[src/rtl/mdio_pkg.sv]
package mdio_pkg;
  localparam int BUSY_BIT  = 29;
  localparam int FAIL_BIT  = 28;
  localparam int DATA_W    = 16;
  localparam int PRE_LEN   = 32;
  localparam int FRAME_LEN = PRE_LEN + 2 + 2 + 5 + 5 + 2 + DATA_W;
  localparam int REL_IDX   = PRE_LEN + 2 + 2 + 5 + 5;
  localparam int TA2_IDX   = REL_IDX + 1;
  localparam int DAT_IDX   = REL_IDX + 2;
  localparam int IDX_W     = $clog2(FRAME_LEN);
  localparam logic [1:0] OP_RD = 2'b10;

  typedef struct packed {
    logic [1:0]        op;
    logic [4:0]        phy;
    logic [4:0]        regad;
    logic [DATA_W-1:0] wdata;
  } mdio_cmd_t;
endpackage

[src/rtl/mdio_clk_div.sv]
module mdio_clk_div #(
  parameter int HALF_DIV = 2
) (
  input  logic clk_i,
  input  logic rst_ni,
  input  logic run_i,
  output logic mdc_o,
  output logic rise_o,
  output logic fall_o
);
  localparam int CNT_W = (HALF_DIV > 1) ? $clog2(HALF_DIV) : 1;

  logic [CNT_W-1:0] cnt_q;
  logic             mdc_q;
  logic             tick;

  assign tick   = run_i && (cnt_q == CNT_W'(HALF_DIV - 1));
  assign rise_o = tick && !mdc_q;
  assign fall_o = tick && mdc_q;
  assign mdc_o  = mdc_q;

  always_ff @(posedge clk_i or negedge rst_ni) begin
    if (!rst_ni) begin
      cnt_q <= '0;
      mdc_q <= 1'b0;
    end else if (!run_i) begin
      cnt_q <= '0;
      mdc_q <= 1'b0;
    end else if (tick) begin
      cnt_q <= '0;
      mdc_q <= ~mdc_q;
    end else begin
      cnt_q <= cnt_q + 1'b1;
    end
  end
endmodule

[src/rtl/mdio_frame_engine.sv]
module mdio_frame_engine
  import mdio_pkg::*;
(
  input  logic              clk_i,
  input  logic              rst_ni,
  input  logic              start_i,
  input  mdio_cmd_t         cmd_i,
  input  logic              rise_i,
  input  logic              fall_i,
  input  logic              mdio_i,
  output logic              mdio_o,
  output logic              mdio_oe_o,
  output logic              done_o,
  output logic              is_rd_o,
  output logic              fail_o,
  output logic [DATA_W-1:0] rdata_o
);
  logic                 active_q, is_rd_q, ta_hi_q;
  logic [IDX_W-1:0]     idx_q;
  logic [FRAME_LEN-1:0] frame_q;
  logic [DATA_W-1:0]    rdata_q;
  logic                 last;
  logic                 start_rd;

  assign start_rd = (cmd_i.op == OP_RD);
  assign last     = (idx_q == IDX_W'(FRAME_LEN - 1));
  assign done_o   = active_q && fall_i && last;

  always_ff @(posedge clk_i or negedge rst_ni) begin
    if (!rst_ni) begin
      active_q <= 1'b0;
      is_rd_q  <= 1'b0;
      ta_hi_q  <= 1'b0;
      idx_q    <= '0;
      frame_q  <= '0;
      rdata_q  <= '0;
    end else if (start_i) begin
      active_q <= 1'b1;
      is_rd_q  <= start_rd;
      ta_hi_q  <= 1'b0;
      idx_q    <= '0;
      frame_q  <= {{PRE_LEN{1'b1}}, 2'b01, cmd_i.op, cmd_i.phy, cmd_i.regad,
                   (start_rd ? 2'b11 : 2'b10), cmd_i.wdata};
    end else if (active_q) begin
      if (rise_i && is_rd_q) begin
        if (idx_q == IDX_W'(TA2_IDX)) ta_hi_q <= mdio_i;
        if (idx_q >= IDX_W'(DAT_IDX)) rdata_q <= {rdata_q[DATA_W-2:0], mdio_i};
      end
      if (fall_i) begin
        if (last) begin
          active_q <= 1'b0;
        end else begin
          idx_q   <= idx_q + 1'b1;
          frame_q <= {frame_q[FRAME_LEN-2:0], 1'b0};
        end
      end
    end
  end

  assign mdio_o    = active_q && frame_q[FRAME_LEN-1];
  assign mdio_oe_o = active_q && (!is_rd_q || (idx_q < IDX_W'(REL_IDX)));
  assign is_rd_o   = is_rd_q;
  assign fail_o    = is_rd_q && ta_hi_q;
  assign rdata_o   = rdata_q;
endmodule

[src/rtl/mdio_cmd_reg.sv]
module mdio_cmd_reg
  import mdio_pkg::*;
(
  input  logic              clk_i,
  input  logic              rst_ni,
  input  logic              wr_en_i,
  input  logic [31:0]       wr_data_i,
  input  logic              done_i,
  input  logic              is_rd_i,
  input  logic              fail_i,
  input  logic [DATA_W-1:0] rdata_i,
  output logic [31:0]       word_o,
  output logic              busy_o,
  output logic              start_o
);
  logic [31:0] word_q;

  assign busy_o  = word_q[BUSY_BIT];
  assign start_o = wr_en_i && !busy_o && wr_data_i[BUSY_BIT];
  assign word_o  = word_q;

  always_ff @(posedge clk_i or negedge rst_ni) begin
    if (!rst_ni) begin
      word_q <= '0;
    end else if (wr_en_i && !busy_o) begin
      word_q <= wr_data_i;
    end else if (done_i) begin
      word_q[BUSY_BIT] <= 1'b0;
      word_q[FAIL_BIT] <= fail_i;
      if (is_rd_i) word_q[DATA_W-1:0] <= rdata_i;
    end
  end
endmodule

[src/rtl/mdio_cmd_master.sv]
module mdio_cmd_master
  import mdio_pkg::*;
#(
  parameter int HALF_DIV = 2
) (
  input  logic        clk_i,
  input  logic        rst_ni,
  input  logic        wr_en_i,
  input  logic [31:0] wr_data_i,
  output logic [31:0] rd_data_o,
  output logic        mdc_o,
  output logic        mdio_o,
  output logic        mdio_oe_o,
  input  logic        mdio_i
);
  mdio_cmd_t         cmd;
  logic              busy, start, rise, fall, done, is_rd, fail;
  logic [DATA_W-1:0] rdata;

  assign cmd = mdio_cmd_t'(wr_data_i[27:0]);

  mdio_cmd_reg u_reg (
    .clk_i, .rst_ni, .wr_en_i, .wr_data_i,
    .done_i (done), .is_rd_i(is_rd), .fail_i(fail), .rdata_i(rdata),
    .word_o (rd_data_o), .busy_o(busy), .start_o(start)
  );

  mdio_clk_div #(.HALF_DIV(HALF_DIV)) u_div (
    .clk_i, .rst_ni, .run_i(busy), .mdc_o, .rise_o(rise), .fall_o(fall)
  );

  mdio_frame_engine u_eng (
    .clk_i, .rst_ni, .start_i(start), .cmd_i(cmd), .rise_i(rise), .fall_i(fall),
    .mdio_i, .mdio_o, .mdio_oe_o, .done_o(done), .is_rd_o(is_rd),
    .fail_o(fail), .rdata_o(rdata)
  );
endmodule

[config.mk]
export PLATFORM = sky130hd
export DESIGN_NAME = mdio_cmd_master
export DESIGN_NICKNAME = d
export VERILOG_FILES = /design/src/rtl/mdio_pkg.sv /design/src/rtl/mdio_clk_div.sv /design/src/rtl/mdio_frame_engine.sv /design/src/rtl/mdio_cmd_reg.sv /design/src/rtl/mdio_cmd_master.sv
export SDC_FILE = /design/constraint.sdc
export NUM_CORES = 1
export LEC_CHECK = 0
export CORE_ASPECT_RATIO = 2
export CORE_MARGIN = 5
export CORE_UTILIZATION = 40
export DETAILED_ROUTE_END_ITERATION = 10
export PLACE_DENSITY = 0.65
export REMOVE_ABC_BUFFERS = 1
export SYNTH_ARGS = -nofsm -noshare
export SYNTH_HDL_FRONTEND = slang
export SYNTH_HIERARCHICAL = 1
export SYNTH_SLANG_ARGS = --single-unit
[constraint.sdc]
create_clock -name clk_i -period 4.8 [get_ports clk_i]
set_input_delay 0.96 -clock clk_i [delete_from_list [all_inputs] [get_ports clk_i]]
set_output_delay 0.96 -clock clk_i [all_outputs]
set_load 0.02 [all_outputs]
# Yosys cells after proc, flatten, opt, wreduce, memory -nomap -nowiden
# Index checks and enable logic that the tools add are counted.
[totals]
elab_cells = 73
input_bits = 36
register_bits = 123
[op_classes]
magnitude_cmp = 2
bitwise = 2
n_addsub = 2
n_reduce_logical = 25
muxes = 26
n_eq_ne = 5
[op_table]
columns = ["cell", "count"]
rows = [
  ["64-bit two-way mux", 4],
  ["16-bit two-way mux", 3],
  ["6-bit two-way mux", 4],
  ["1-bit two-way mux", 13],
  ["6-bit equality test, second input constant", 2],
  ["2-bit nonzero test", 6],
  ["1-bit logical AND", 11],
  ["6-bit by 1-bit adder with 6-bit output, second input constant", 1],
  ["6-bit >= comparator, second input constant", 1],
  ["6-bit < comparator, second input constant", 1],
  ["3-bit AND reduction", 2],
  ["2-bit two-way mux", 2],
  ["4-bit AND reduction", 1],
  ["1-bit logical NOT", 3],
  ["2-bit equality test, second input constant", 1],
  ["2-bit by 1-bit inequality test with 1-bit output, second input constant", 1],
  ["2-bit inequality test, second input constant", 1],
  ["1-bit inverter", 2],
  ["2-bit AND reduction", 1],
  ["1-bit adder, second input constant", 1],
  ["1-bit logical OR", 1],
]

# Longest topological paths before layout
# Gate-level depths: netlist of run 1.
[logic_depth]
word_depth = 6
mapped_depth = 9

# Cells and area by module
# Netlist of run 1, hierarchy kept.
[modules_own_cells]
columns = ["module", "instances", "cells_per_inst", "seq_area_each_um2", "area_each_um2"]
rows = [
  ["mdio_frame_engine", 1, 413, 2227.1, 4383.0],
  ["mdio_cmd_reg", 1, 92, 800.8, 1478.9],
  ["mdio_clk_div", 1, 8, 50.0, 88.8],
]

# Worst setup path after synthesis of run 1
# OpenSTA, ideal clock, no wires.
[synth_path]
path_type = "input to register"
startpoint = "input port wr_en_i"
endpoint = "register u_eng.idx_q[0]"
path_stages = 8
setup_ps = 125
path_slack_ps = 2300
t_required_ps = 4675
arrival_time_ps = 2376
path_cell_list = "nor2b_1 buf_6 buf_6 and2_1 buf_2 clkbuf_1 nor2_1 mux2_2"
[synth_via]
elab_chain_cells = 4
word_cells_on_any_way = 7
cone_classes = "eq/ne: 1; mux: 1; reduce/logical: 5"
[synth_rtl]
columns = ["element", "line_no", "text"]
rows = [
  ["start: declaration", "mdio_cmd_master.sv:8", "input logic wr_en_i,"],
  ["1-bit logical AND * (2 in series)", "mdio_cmd_reg.sv:19", "assign start_o = wr_en_i && !busy_o && wr_data_i[BUSY_BIT];"],
  ["net start", "mdio_cmd_master.sv:17", "logic busy, start, rise, fall, done, is_rd, fail;"],
  ["2-bit inequality test (no source line) / 2-bit nonzero test (equally long branches)", "n/a", ""],
  ["3-bit AND reduction (no source line)", "n/a", ""],
  ["end signal: assignment", "mdio_frame_engine.sv:53", "idx_q <= idx_q + 1'b1;"],
  ["end: declaration", "mdio_frame_engine.sv:19", "logic [IDX_W-1:0] idx_q;"],
]
# The timed path passes the listed nets; every way through them passes the cells marked *.
# A chain may end at the register's enable or synchronous reset.

# Worst setup path after layout of run 1
[layout_path]
startpoint = "register u_eng.idx_q[5]"
endpoint = "output port mdio_oe_o"
[layout_via]
elab_chain_cells = 3
[layout_rtl]
columns = ["element", "line_no", "text"]
rows = [
  ["6-bit < comparator", "mdio_frame_engine.sv:61", "assign mdio_oe_o = active_q && (!is_rd_q || (idx_q < IDX_W'(REL_IDX)));"],
  ["1-bit logical OR", "mdio_frame_engine.sv:61", ""],
  ["1-bit logical AND", "mdio_frame_engine.sv:61", ""],
  ["end: declaration", "mdio_cmd_master.sv:13", "output logic mdio_oe_o,"],
]
# No other way between the ends.

==> out/metrics.cfg, run 1 <==
[sta]
rsz0062_at_grt=no
layout_min_cycle_time_ns=3.46
worst_pin_slew_ns=1.20
hold_violations=0
fin_crit_sh_pct=72.1
finClkSkew_ns=0.0104
max_clock_freq_mhz=289
slew_headroom_pct=19.7
finalSetupViolations=0
slew_violations=0

[outcome]
status=finished clean

[worst_setup_path]
crit_path_end=mdio_oe_o
worst_ep_arrival_time_ns=2.50
start_kind=register
reg2reg_slack_ns=1.63
crit_start=u_eng/idx_q[5]
end_kind=primary output
r2r-end=u_eng/frame_q[53]
ff2ff_path_depth=5
crit_fanout=34
reg2reg_from=u_reg/word_o[29]
critical_path_class=register to primary output
required_ns=3.84

[clock_tree]
ctsHoldBuffers=0
cts_tree=done
clk_pin_slew_ns=0.05
cts-htree-levels=4
ctsResizeCount=0
cts-root-buf=clkbuf_16
clk_latency_ns=0.41
cts_sinks=123
cts_setup_buffers=0
cts-buffers-inserted=17
clock_path_buffers=2

[final_layout]
final_cells=767
fill_cells=1324
drive_above_1_share_pct=19.9
regArea_mm2=0.00308
fin_area_mm2=0.00726
nets=598
insertedDiodeCount=0
area_growth_pct=22.0
multi_input_area_mm2=0.00262

[yosys]
yosys.area.top_type=dfrtp_1
postSynthAreaPerCell_um2=11.6
ys_seq_area_share_pct=51.7
async_reset_ff_share_pct=100
syn-cell-area_mm2=0.00595
yosys_warnings=6
yosys.cell_types.count=44
synth-edff-count=0
synth.area.top_cells=dfrtp_1, mux2_2, mux2i_1, a2bb2oi_1, o2111ai_1
synth-seq-cells=123
synth_flop_cell=dfrtp_1
syn_inst=513
yosys.area.top_type_share_pct=51.7

[global_routing]
grt_pass1_vias=4417
track_usage_pct=16.4
overflow=0
grt_max_degree=57
antenna_found_initial=0
grt_pass1_wl_mm=22.7

[routing]
drtIter0Drc=197
firstDrtPassIters=4
drt-total-wl_mm=13.4
ant_nets=0
drc=0
vias=4167
wl_per_cell_um=17.5
via_per_inst=5.43

[floorplan]
ios=71
num_rows=63
die_w_um=96.2
die-area_mm2=0.0176
start_util_pct=40.4
coreArea_mm2=0.0147
die_h_um=182

[pwr]
irDropWorstVdd_v=0.000216
leakage_nw=2.89
power.density_mw_per_mm2=537

[placed_design]
place_area_mm2=0.00672
dp_hpwl_mm=8.54
portBuffers=70
gp_congestion=0.758
dp.cells=737

[job]
maxCapViolCount=0

[worst_hold_path]
hold_path_class=register to register

-- per-stage QoR --
stage / utilization [%] / TNS [ns] / power (W) / hold slack, ns / setup slack, ns
final: 49.3 / 0 / 0.00390 / 0.502 / 1.34
after global routing: 49.3 / 0 / 0.00413 / 0.514 / 1.23
after CTS: 49.3 / 0 / 0.00395 / 0.507 / 1.34
after detailed placement: 45.6 / 0 / 0.00275 / 0.495 / 1.52
after global placement: 45.6 / 0 / 0.00271 / 0.488 / 1.59
after floorplan: - / -66.69 / 0.00232 / 0.477 / -1.21
-- layout by cell type (no fill, tap or decap), types with 25 or more instances in the layout --
cell type,n
o2111ai_1,25
mux2_2,53
nor2_1,44
dfrtp_1,123
nand3_1,29
clkdlybuf4s50_1,69
a2bb2oi_1,25
nand2_1,37
o211ai_1,25
mux2i_1,37
-- layer usage --
layer	vias to the layer above	share of wire, %	track usage (%)
li1	1967	-	-
met3	12	4.3	2.97
met4	0	1.2	5.64
met5	-	0	0
met1	2094	40	20.8
met2	94	55	27.4
-- power by group --
group | internal (W) | leakage [nW] | total [W] | switching [W]
clock network | 0.000739 | 0.274 | 0.00117 | 0.000432
logic | 0.000545 | 1.15 | 0.00113 | 0.000587
registers | 0.00140 | 1.46 | 0.00160 | 0.000199
-- synthesized netlist by cell type (4+ instances only) --
cell and instances:
and2_1 6, buf_1 4, buf_2 12, mux2i_1 37
nand2_1 37, buf_6 6, dfrtp_1 123, mux2_2 53
clkbuf_1 24, a211oi_1 4, o2111ai_1 25, a2bb2oi_1 25
o211ai_1 25, nor2_1 44, o21ai_0 4, a31oi_1 4
mux2_4 12, nand3_1 30, buf_4 4
-- how the worst min path moves through the flow --
stage | startpoint | to | slack [ns] | cells after the start
after floorplan | u_eng/rdata_o[15] | u_eng/rdata_o[15] | 0.48 | 1
after global placement | u_reg/word_o[23] | u_reg/word_o[23] | 0.49 | 1
after detailed placement | u_reg/word_o[25] | u_reg/word_o[25] | 0.49 | 1
after CTS | u_reg/word_o[25] | u_reg/word_o[25] | 0.51 | 1
after global routing | u_reg/word_o[25] | u_reg/word_o[25] | 0.51 | 1
final | u_reg/word_o[26] | u_reg/word_o[26] | 0.50 | 1
-- kinds of logic after synthesis --
kind of cell | Yosys count | synth area share, %
AND/OR/NAND/NOR | 133 | 10.4
flip-flops | 123 | 51.7
multiplexers | 102 | 19.3
AO/OA/AOI/OAI | 99 | 13.6
buffers and inverters | 54 | 4.67
XOR/XNOR | 1 | 0.147
adder cells (fa/ha/maj) | 1 | 0.210
-- critical path, stage by stage, from the launching register on --
cell and delay, ns:
dfrtp_1 1.14, nand2_1 0.17, o21a_1 0.26, clkdlybuf4s50_1 0.54
-- layout make-up --
type | count | share of cell area (%)
sequential | 123 | 42.4
tap | 195 | 3.36
timing repair buffer | 79 | 10.5
clock inverter | 9 | 0.999
clock buffer | 21 | 6.48
multi-input combinational | 336 | 36.0
inverter | 4 | 0.207
-- flip-flops by register name, summed over array words and instances, names as in the netlist --
name,flops
u_reg/word_o,32
u_eng/idx_q,6
u_eng/is_rd_o,1
u_div/cnt_q,1
u_eng/rdata_o,16
u_div/mdc_o,1
u_eng/active_q,1
u_eng/frame_q,64
u_eng/ta_hi_q,1
(Power assumes the default switching activity.)
==> run 2: changes to the inputs <==
PLACE_DENSITY = 0.68   (was 0.65)
clock period = 3 ns   (was 4.8 ns; I/O delays follow)
==> out/metrics.cfg, run 2 (synthesis gave the netlist of run 1 again) <==
[pwr]
power_frac_comb_pct=28.0  ; was 29.0%
clkPwrFrac_pct=33.0  ; was 30.0%
p_switching_w=0.00205  ; was 0.00122 W
leakage_nw=2.97  ; was 2.89 nW
power.density_mw_per_mm2=892  ; was 537 mW/mm2
power_frac_seq_pct=39.0  ; was 40.9%
internal_power_w=0.00458  ; was 0.00268 W
switching_share_pct=30.9  ; was 31.3%
irDropWorstVdd_v=0.000376  ; was 0.000216 V

[final_layout]
fin_area_mm2=0.00743  ; was 0.00726 mm2
largest_register=u_eng/frame_q  ; unchanged
nets=605  ; was 598
final_common_cell=dfrtp_1  ; unchanged
fill_cells=1298  ; was 1,324
final_cell_mix=dfrtp_1, clkdlybuf4s50_1, mux2_2  ; unchanged
final_cells=775  ; was 767
largest_register_ffs=64  ; unchanged
insertedDiodeCount=0  ; unchanged
drive_above_1_share_pct=21.2  ; was 19.9%
area_growth_pct=24.9  ; was 22.0%
utilization_pct=50.4  ; was 49.3%

[placed_design]
place_area_mm2=0.00680  ; was 0.00672 mm2
gp_congestion=0.780  ; was 0.758
place_ws_ns=0.568  ; was 1.52 ns
dp_hpwl_mm=9.10  ; was 8.54 mm
portBuffers=70  ; unchanged
dp.cells=744  ; was 737

[worst_setup_path]
ff2ff_path_depth=5  ; unchanged
crit_cells=3  ; unchanged
cp.buffers_inverters=1  ; unchanged
cp_slowest_cell=clkdlybuf4s50_1  ; was dfrtp_1
cpPeakStageDelay_ns=0.61  ; was 1.14 ns
crit_chain=a31oi_1 > o21a_1 > clkdlybuf4s50_1  ; was nand2_1 > o21a_1 > clkdlybuf4s50_1
required_ns=2.40  ; was 3.84 ns
critPathTopFamily=buffers and inverters  ; was flip-flops
start_kind=register  ; unchanged
end_kind=primary output  ; unchanged
worst_ep_arrival_time_ns=1.86  ; was 2.50 ns
crit_fanout=9  ; was 34
critical_path_class=register to primary output  ; unchanged
reg2reg_slack_ns=0.74  ; was 1.63 ns

[floorplan]
die_h_um=182  ; unchanged
die-area_mm2=0.0176  ; unchanged
start_util_pct=40.4  ; unchanged
ios=71  ; unchanged
coreArea_mm2=0.0147  ; unchanged
num_rows=63  ; unchanged
die_w_um=96.2  ; unchanged

[sta]
fin_tns_setup_ns=0  ; unchanged
setup_ws_ns=0.543  ; was 1.34 ns
hold_violations=0  ; unchanged
finClkSkew_ns=0.0117  ; was 0.0104 ns
worst_pin_slew_ns=0.664  ; was 1.20 ns
max_clock_freq_mhz=407
fin_crit_sh_pct=81.9
slew_violations=0  ; unchanged
layout_min_cycle_time_ns=2.46
rsz0062_at_grt=no  ; unchanged
finalSetupViolations=0  ; unchanged
slew_headroom_pct=55.7  ; was 19.7%

[clock_tree]
clk_pin_slew_ns=0.06  ; was 0.05 ns
clk_latency_ns=0.41  ; about the same
ctsHoldBuffers=0  ; unchanged
cts_setup_buffers=0  ; unchanged
cts-root-buf=clkbuf_16  ; unchanged
ctsResizeCount=0  ; unchanged
clock_path_buffers=2  ; unchanged
cts_tree=done  ; unchanged
cts-htree-levels=4  ; unchanged
cts_sinks=123  ; unchanged
cts-buffers-inserted=17  ; unchanged

[worst_hold_path]
hold_path_class=input port to async pin  ; was register to register

[routing]
wl_per_cell_um=18.2  ; was 17.5 um
drt-total-wl_mm=14.1  ; was 13.4 mm
drtIter0Drc=293  ; was 197
via_per_inst=5.59  ; was 5.43
drc=0  ; unchanged
ant_nets=0  ; unchanged
firstDrtPassIters=5  ; was 4
vias=4332  ; was 4,167

[global_routing]
track_usage_pct=16.6  ; was 16.4%
grt_pass1_vias=4483  ; was 4,417
grt_max_degree=64  ; was 57
antenna_found_initial=0  ; unchanged
grt_pass1_wl_mm=22.8  ; was 22.7 mm
overflow=0  ; unchanged

[job]
maxCapViolCount=0  ; unchanged

[outcome]
status=finished clean  ; unchanged

## run 2: changes by cell type in the layout (fill, tap and decap cells not counted), sizes merged
cell	change
clkinv	-2
clkinvlp	+1
clkbuf	-1
bufinv	+3
buf	+7
## run 2: layer usage
metal / vias up / global-route usage (%) / wire length, um
met3: 19 / 3.30 / 661
met5: - / 0 / 0
met4: 0 / 6.96 / 181
met2: 122 / 28.8 / 7790
met1: 2196 / 19.5 / 5490
li1: 1995 / - / -
## run 2: cell type report
| class | instances | area, um2 | area share [%] |
|---|---|---|---|
| Inverter | 4 | 15.0 | 0.202 |
| Timing Repair Buffer | 86 | 843 | 11.3 |
| Sequential cell | 123 | 3080 | 41.4 |
| Tap cell | 195 | 244 | 3.28 |
| Clock buffer | 20 | 467 | 6.28 |
| Clock inverter | 11 | 168 | 2.26 |
| Multi-Input combinational cell | 336 | 2620 | 35.2 |
## run 2: power groups by stage
| stage | sequential (W) | clock, W | combinational, W |
|---|---|---|---|
| 2_1_floorplan | 0.00269 | 0 | 0.00102 |
| 3_3_place_gp | 0.00258 | 0 | 0.00179 |
| 3_5_place_dp | 0.00260 | 0 | 0.00187 |
| 4_1_cts | 0.00258 | 0.00223 | 0.00188 |
| 5_1_grt | 0.00265 | 0.00230 | 0.00203 |
| 6_report | 0.00258 | 0.00219 | 0.00186 |
## run 2: worst paths after layout
kind | from | to
worst max register to register | u_eng/idx_q[5] | u_reg/word_o[6]
worst max-delay path | u_eng/idx_q[3] | mdio_oe_o
min in group clk_i | u_reg/word_o[25] | u_reg/word_o[25]
worst min-delay path | rst_ni | u_reg/word_o[21]
max in group asynchronous | rst_ni | u_eng/frame_q[6]
worst min register to register | u_reg/word_o[25] | u_reg/word_o[25]
## run 2: per-stage QoR
stage          hold WS (ns)  total power [W]
2_1_floorplan         0.304          0.00371
3_3_place_gp          0.489          0.00437
3_5_place_dp          0.493          0.00447
4_1_cts               0.112          0.00669
5_1_grt               0.133          0.00698
6_report              0.112          0.00663
